**config.mk**
```make
export PLATFORM = sky130hd
export DESIGN_NAME = rx_ring_writer
export DESIGN_NICKNAME = d
export VERILOG_FILES = /design/src/rtl/rdw_pkg.sv /design/src/rtl/rdw_ring_state.sv /design/src/rtl/rdw_drop_counter.sv /design/src/rtl/rx_ring_writer.sv
export SDC_FILE = /design/constraint.sdc
export NUM_CORES = 1
export LEC_CHECK = 0
export ABC_AREA = 1
export ABC_CLOCK_PERIOD_IN_PS = 5200
export BUFFER_PORTS_ARGS = -buffer_cell sky130_fd_sc_hd__buf_2
export CAP_MARGIN = 40
export CORE_MARGIN = 10
export CORE_UTILIZATION = 45
export CTS_CLUSTER_SIZE = 16
export DETAILED_ROUTE_END_ITERATION = 8
export PLACE_DENSITY = 0.7
export SLEW_MARGIN = 10
export SYNTH_ARGS = -nofsm -noshare
export SYNTH_HDL_FRONTEND = slang
export SYNTH_HIERARCHICAL = 1
export SYNTH_SLANG_ARGS = --single-unit
export TNS_END_PERCENT = 5
```
**constraint.sdc**
```tcl
create_clock -name clk_i -period 5.2 [get_ports clk_i]
set_input_delay 0 -clock clk_i [delete_from_list [all_inputs] [get_ports clk_i]]
set_output_delay 0 -clock clk_i [all_outputs]
set_load 0.02 [all_outputs]
```
**src/rtl/rdw_pkg.sv**
```systemverilog
package rdw_pkg;
  localparam int ADDR_W = 40;
  localparam int LEN_W  = 14;
  localparam int CODE_W = 7;

  localparam logic [CODE_W-1:0] CODE_DONE  = 7'h0F;
  localparam logic [CODE_W-1:0] CODE_MORE  = 7'h10;
  localparam logic [CODE_W-1:0] CODE_RXERR = 7'h01;
  localparam logic [CODE_W-1:0] CODE_TRUNC = 7'h11;

  typedef struct packed {
    logic [1:0]        rsvd;
    logic [LEN_W-1:0]  len;
    logic              stamp;
    logic [CODE_W-1:0] code;
    logic [ADDR_W-1:0] addr;
  } desc_t;

  typedef enum logic [2:0] {
    S_IDLE, S_READ, S_FETCH, S_DATA, S_DESC, S_DROP
  } st_e;
endpackage

```
**src/rtl/rdw_ring_state.sv**
```systemverilog
module rdw_ring_state #(
  parameter int IDX_W = 8
) (
  input  logic             clk_i,
  input  logic             rst_ni,
  input  logic [IDX_W-1:0] cfg_size_i,
  input  logic             db_valid_i,
  input  logic [IDX_W-1:0] db_count_i,
  input  logic             adv_i,
  output logic [IDX_W-1:0] idx_o,
  output logic [IDX_W:0]   avail_o
);
  logic [IDX_W-1:0] idx_q;
  logic [IDX_W:0]   avail_q;
  logic [IDX_W:0]   add_w;
  logic [IDX_W:0]   sub_w;

  assign add_w = db_valid_i ? {1'b0, db_count_i} : '0;
  assign sub_w = {{IDX_W{1'b0}}, adv_i};

  always_ff @(posedge clk_i or negedge rst_ni) begin
    if (!rst_ni) begin
      idx_q   <= '0;
      avail_q <= '0;
    end else begin
      if (adv_i) idx_q <= (idx_q >= cfg_size_i - 1'b1) ? '0 : idx_q + 1'b1;
      avail_q <= avail_q + add_w - sub_w;
    end
  end

  assign idx_o   = idx_q;
  assign avail_o = avail_q;

  // never consume a slot that was not posted
  p_no_underflow_r7: assert property (@(posedge clk_i) disable iff (!rst_ni)
    adv_i |-> avail_q != '0);
  p_idx_range_r6: assert property (@(posedge clk_i) disable iff (!rst_ni)
    (cfg_size_i != '0) |-> idx_q < cfg_size_i);
endmodule

```
**src/rtl/rdw_drop_counter.sv**
```systemverilog
module rdw_drop_counter #(
  parameter int CNT_W = 16
) (
  input  logic             clk_i,
  input  logic             rst_ni,
  input  logic             inc_i,
  output logic [CNT_W-1:0] cnt_o
);
  logic [CNT_W-1:0] cnt_q;

  always_ff @(posedge clk_i or negedge rst_ni) begin
    if (!rst_ni)    cnt_q <= '0;
    else if (inc_i) cnt_q <= cnt_q + 1'b1;
  end

  assign cnt_o = cnt_q;

  p_drop_step_r8: assert property (@(posedge clk_i) disable iff (!rst_ni)
    inc_i |=> cnt_q == $past(cnt_q) + 1'b1);
  p_drop_hold_r9: assert property (@(posedge clk_i) disable iff (!rst_ni)
    !inc_i |=> $stable(cnt_q));
endmodule

```
**src/rtl/rx_ring_writer.sv**
```systemverilog
module rx_ring_writer
  import rdw_pkg::*;
#(
  parameter int IDX_W = 8,
  parameter int CNT_W = 16
) (
  input  logic              clk_i,
  input  logic              rst_ni,
  input  logic [ADDR_W-4:0] cfg_base_i,
  input  logic [IDX_W-1:0]  cfg_size_i,
  input  logic              db_valid_i,
  input  logic [IDX_W-1:0]  db_count_i,
  input  logic              fr_valid_i,
  input  logic [7:0]        fr_data_i,
  input  logic              fr_last_i,
  input  logic              fr_err_i,
  output logic              fr_ready_o,
  output logic              mem_req_o,
  output logic              mem_we_o,
  output logic [ADDR_W-1:0] mem_addr_o,
  output logic [7:0]        mem_be_o,
  output logic [63:0]       mem_wdata_o,
  input  logic [63:0]       mem_rdata_i,
  output logic [CNT_W-1:0]  drop_cnt_o
);
  localparam int BASE_W = ADDR_W - 3;

  st_e               state_q;
  desc_t             cur_q;
  desc_t             done_w;
  logic [LEN_W-1:0]  off_q;
  logic [CODE_W-1:0] code_q;
  logic              cont_q, trunc_q;

  logic [IDX_W-1:0]  idx;
  logic [IDX_W:0]    avail;
  logic              adv, drop_inc, take, fill, spare;
  logic [ADDR_W-1:0] desc_addr, byte_addr;

  rdw_ring_state #(.IDX_W(IDX_W)) u_ring (
    .clk_i      (clk_i),
    .rst_ni     (rst_ni),
    .cfg_size_i (cfg_size_i),
    .db_valid_i (db_valid_i),
    .db_count_i (db_count_i),
    .adv_i      (adv),
    .idx_o      (idx),
    .avail_o    (avail)
  );

  rdw_drop_counter #(.CNT_W(CNT_W)) u_drop (
    .clk_i  (clk_i),
    .rst_ni (rst_ni),
    .inc_i  (drop_inc),
    .cnt_o  (drop_cnt_o)
  );

  assign fr_ready_o = (state_q == S_DATA) || (state_q == S_DROP);
  assign take       = fr_valid_i && fr_ready_o;
  assign fill       = (off_q + 1'b1) == cur_q.len;
  assign spare      = avail > {{IDX_W{1'b0}}, 1'b1};
  assign adv        = (state_q == S_DESC);
  assign drop_inc   = (state_q == S_DROP) && take && fr_last_i;
  assign desc_addr  = {cfg_base_i + BASE_W'(idx), 3'b000};
  assign byte_addr  = cur_q.addr + ADDR_W'(off_q);

  always_comb begin
    done_w       = cur_q;
    done_w.rsvd  = '0;
    done_w.len   = off_q;
    done_w.stamp = 1'b0;
    done_w.code  = code_q;
  end

  always_comb begin
    mem_req_o   = 1'b0;
    mem_we_o    = 1'b0;
    mem_addr_o  = desc_addr;
    mem_be_o    = '0;
    mem_wdata_o = '0;
    unique case (state_q)
      S_READ: mem_req_o = 1'b1;
      S_DATA: if (take) begin
        mem_req_o   = 1'b1;
        mem_we_o    = 1'b1;
        mem_addr_o  = byte_addr;
        mem_be_o    = 8'b1 << byte_addr[2:0];
        mem_wdata_o = {8{fr_data_i}};
      end
      S_DESC: begin
        mem_req_o   = 1'b1;
        mem_we_o    = 1'b1;
        mem_be_o    = 8'hFF;
        mem_wdata_o = done_w;
      end
      default: ;
    endcase
  end

  always_ff @(posedge clk_i or negedge rst_ni) begin
    if (!rst_ni) begin
      state_q <= S_IDLE;
      cur_q   <= '0;
      off_q   <= '0;
      code_q  <= '0;
      cont_q  <= 1'b0;
      trunc_q <= 1'b0;
    end else begin
      unique case (state_q)
        S_IDLE:  if (fr_valid_i) state_q <= (avail != '0) ? S_READ : S_DROP;
        S_READ:  state_q <= S_FETCH;
        S_FETCH: begin
          cur_q   <= mem_rdata_i;
          off_q   <= '0;
          state_q <= S_DATA;
        end
        S_DATA: if (take) begin
          off_q <= off_q + 1'b1;
          if (fr_last_i) begin
            code_q  <= fr_err_i ? CODE_RXERR : CODE_DONE;
            cont_q  <= 1'b0;
            trunc_q <= 1'b0;
            state_q <= S_DESC;
          end else if (fill) begin
            // continue only if another posted slot exists
            code_q  <= spare ? CODE_MORE : CODE_TRUNC;
            cont_q  <= spare;
            trunc_q <= !spare;
            state_q <= S_DESC;
          end
        end
        S_DESC:  state_q <= cont_q ? S_READ : (trunc_q ? S_DROP : S_IDLE);
        S_DROP:  if (take && fr_last_i) state_q <= S_IDLE;
        default: state_q <= S_IDLE;
      endcase
    end
  end

  p_read_not_in_data_r1: assert property (@(posedge clk_i) disable iff (!rst_ni)
    fr_ready_o |-> !(mem_req_o && !mem_we_o));
  p_read_then_fetch_r1: assert property (@(posedge clk_i) disable iff (!rst_ni)
    (mem_req_o && !mem_we_o) |=> !fr_ready_o && !mem_req_o);
  p_byte_lane_r2: assert property (@(posedge clk_i) disable iff (!rst_ni)
    (mem_req_o && mem_we_o && mem_be_o != 8'hFF) |-> $onehot(mem_be_o));
  p_desc_aligned_r3: assert property (@(posedge clk_i) disable iff (!rst_ni)
    (mem_req_o && mem_we_o && mem_be_o == 8'hFF) |-> mem_addr_o[2:0] == 3'b000);
  p_desc_after_bytes_r3: assert property (@(posedge clk_i) disable iff (!rst_ni)
    (mem_req_o && mem_we_o && mem_be_o == 8'hFF) |=> !fr_ready_o || state_q == S_DROP);
endmodule

```
==> out/qor.csv <==
stage,metric,value,unit
status,status,"complete, no violations",
logic_synthesis,synth_fp_nets,1654,
grt,grt_pass1_wl,53500,um
clock_tree,h-tree-depth,3,
timing,finalHoldViolCount,0,
hold_path,hp-class,in -> reg,
worst_setup_path,cp_max_fo,50,
logic_synthesis,async_reset_ff_share,100,%
routing,drc,0,
worst_setup_path,startpoint,state_q[1],
logic_synthesis,yosys.area.top_type_share,28.7,%
power_and_ir_drop,seqPwrFrac,28.7,%
floorplan,core-area,20900,um^2
placed_design,hpwl,27000,um
logic_synthesis,ys_ff_latch,109,
grt,grt.overflow.total,0,
clock_tree,cts.reportedPaths.clkPinSlew,70,ps
power_and_ir_drop,pwr-share-clk,16.9,%
routing,wirelength,34400,um
worst_setup_path,end_kind,primary output,
routing,drt_iter0_markers,1041,
finish,layout_commonest_cell,nand2_1,
placed_design,io_buffer_count,251,
worst_setup_path,cp-start-kind,register,
floorplan,ios,262,
finish,drive_above_1_share,18.0,%
flow_run,maxCapViolCount,0,
logic_synthesis,synthCells,1470,
worst_setup_path,critPathSlowestCell,nand2_1,
floorplan,rows,53,
power_and_ir_drop,vdd_drop_max,0.264,mV
floorplan,start_util,45.5,%
worst_setup_path,critPathKind,reg -> out,
power_and_ir_drop,p_switching,2.43,mW
logic_synthesis,ys_types,47,
worst_setup_path,critPathArrivalTime,3360,ps
clock_tree,cts_buffer_depth,2,
clock_tree,cts_tree,yes,
logic_synthesis,yosys_warnings,6,
timing,min_period,3360,ps
logic_synthesis,syn_area,9510,um^2
grt,grt_pass1_vias,10400,
clock_tree,clk_latency,360,ps
logic_synthesis,avgSynthCellArea,6.47,um^2
timing,tightest_slew,797,ps
power_and_ir_drop,leakagePower,6.41,nW
timing,tns,0,ps
logic_synthesis,ys_seq_area_share,28.7,%
floorplan,die-area,27300,um^2
routing,routedWlPerCell,16.8,um
worst_setup_path,cp_num_buf_inv,3,
clock_tree,numCtsBuffers,9,
routing,detail-route-antenna-nets,0,
routing,via_per_inst,5.30,
worst_setup_path,path_cells,"inv_2, nor3_4, inv_2, nand2_4, nand2_4, nor2_8, nand2_1, o21ai_0, buf_2",
power_and_ir_drop,pwr-share-comb,54.4,%
timing,setup_viol,0,
worst_setup_path,max_stage_delay,640,ps
timing,relSlewSlack,46.5,%
finish,multiInputGateArea,5800,um^2
finish,nNetsFinal,1948,
placed_design,routabilityCongestion,0.959,
clock_tree,holdBufCountCts,58,
clock_tree,post_cts_resized,0,
floorplan,die_x,165,um
timing,finClkSkew,8.92,ps
logic_synthesis,synthFlopType,dfrtp_1,
clock_tree,post_cts_buffers,0,
timing,grt_setup_unrepaired,no,
logic_synthesis,yosys.area.top_type,dfrtp_1,
logic_synthesis,synth.area.top_cells,"dfrtp_1, nand2_1, inv_1",
timing,holdWs,34.5,ps
floorplan,die_h,165,um
worst_setup_path,cp_data_required_time,5200,ps
worst_setup_path,crit_family,simple AND/OR/NAND/NOR gates,
timing,clock.fmax,297,MHz
grt,track_usage,24.6,%
finish,final-seq-area,2730,um^2
finish,fill_cells,2081,
finish,final_cell_mix,"nand2_1, buf_2, inv_1, o21ai_0, dfrtp_1",
power_and_ir_drop,cellPowerDensity,421,nW/um^2
timing,post-route-period-util,64.7,%
finish,syn_to_final_growth,26.1,%
hold_path,hold_path.startpoint,fr_valid_i,
clock_tree,cts_sinks,109,
power_and_ir_drop,p_int,2.62,mW
worst_setup_path,worstReg2RegStart,state_q[1],
routing,num_vias,10800,
clock_tree,cts-root-buf,clkbuf_16,
grt,grt_max_degree,52,
grt,antenna_found_initial,0,
timing,drv_slew,0,
power_and_ir_drop,swShare,48.1,%
routing,firstDrtPassIters,6,
logic_synthesis,synth_edf_count,0,
[cell families after synthesis]
group | count (synthesis) | synth area share, %
AOI/OAI and AO/OA | 260 | 14.8
xor gates and xnor gates | 50 | 4.60
adders and majority gates | 53 | 7.21
buffers and inverters | 251 | 10.4
DFF | 109 | 28.7
and+or+nand+nor | 747 | 34.3
[final timing paths]
path / end / slack, ps / cells after the start
min: state_q[2] / 30 / 4
min reg2reg: cur_q[60] / 490 / 2
max in group asynchronous: code_q[0] / 4120 / 3
max: mem_wdata_o[18] / 1840 / 9
min in group asynchronous: u_ring/idx_o[1] / 150 / 2
max reg2reg: u_ring/avail_o[8] / 2100 / 12
[metrics by stage]
step	instances	cell area (um^2)	setup slack, ps	total power [mW]	util [%]
after global routing	2043	12000	1650	5.49	57.4
after CTS	2043	12000	1880	5.05	57.4
after floorplan	1470	9510	2520	3.29	-
after detailed placement	1970	11000	2130	4.15	52.9
after global placement	1967	11000	2170	4.07	52.6
final	2044	12000	1840	5.04	57.4
[power by group through the flow]
stage               logic [mW]  registers, mW  clock network [mW]
finish                    2.75           1.45               0.852
floorplan                 1.92           1.37                   0
global placement          2.62           1.45                   0
global route              3.10           1.49               0.898
detailed placement        2.69           1.46                   0
CTS                       2.74           1.44               0.865
[worst min-delay path, cell delays in order]
cell and delay (ps):
buf_2 130, nand2_4 100, o21ai_0 70, nand2_1 60
[per-layer routing]
metal / up-vias / track usage, % / routed length (um)
met5: - / 0 / 0
met3: 87 / 5.40 / 3380
li1: 5346 / - / -
met1: 4922 / 30.9 / 14100
met4: 0 / 11.9 / 1530
met2: 486 / 39.2 / 15400
[sequential cells by signal, summed over array words and instances, names as in the netlist]
signal / count
trunc_q: 1
state_q: 3
u_ring/avail_o: 9
cont_q: 1
code_q: 3
off_q: 14
cur_q: 54
u_drop/cnt_o: 16
u_ring/idx_o: 8
[cell usage after synthesis, drive strengths merged (5+ instances only)]
cell type  number
nand4          30
xor2           33
nor4           13
dfrtp         109
xnor2          17
buf            18
a21oi          57
clkbuf         15
inv           214
a31oi           5
a21o            7
ha             50
nand2         451
nor2          118
nand3b          9
o21ai         166
nor3           34
nand3          87
o22ai          11
[layout make-up]
| cell class | count | share of cell area (%) |
|---|---|---|
| multi-input cells | 1110 | 48.4 |
| inverters | 218 | 6.82 |
| well taps | 275 | 2.87 |
| clock inverters | 4 | 1.00 |
| flip-flops and latches | 109 | 22.7 |
| clock buffers | 11 | 2.02 |
| repair buffers | 316 | 16.2 |
| diodes | 1 | 0.0209 |
Power figures use the tool's default switching activity.
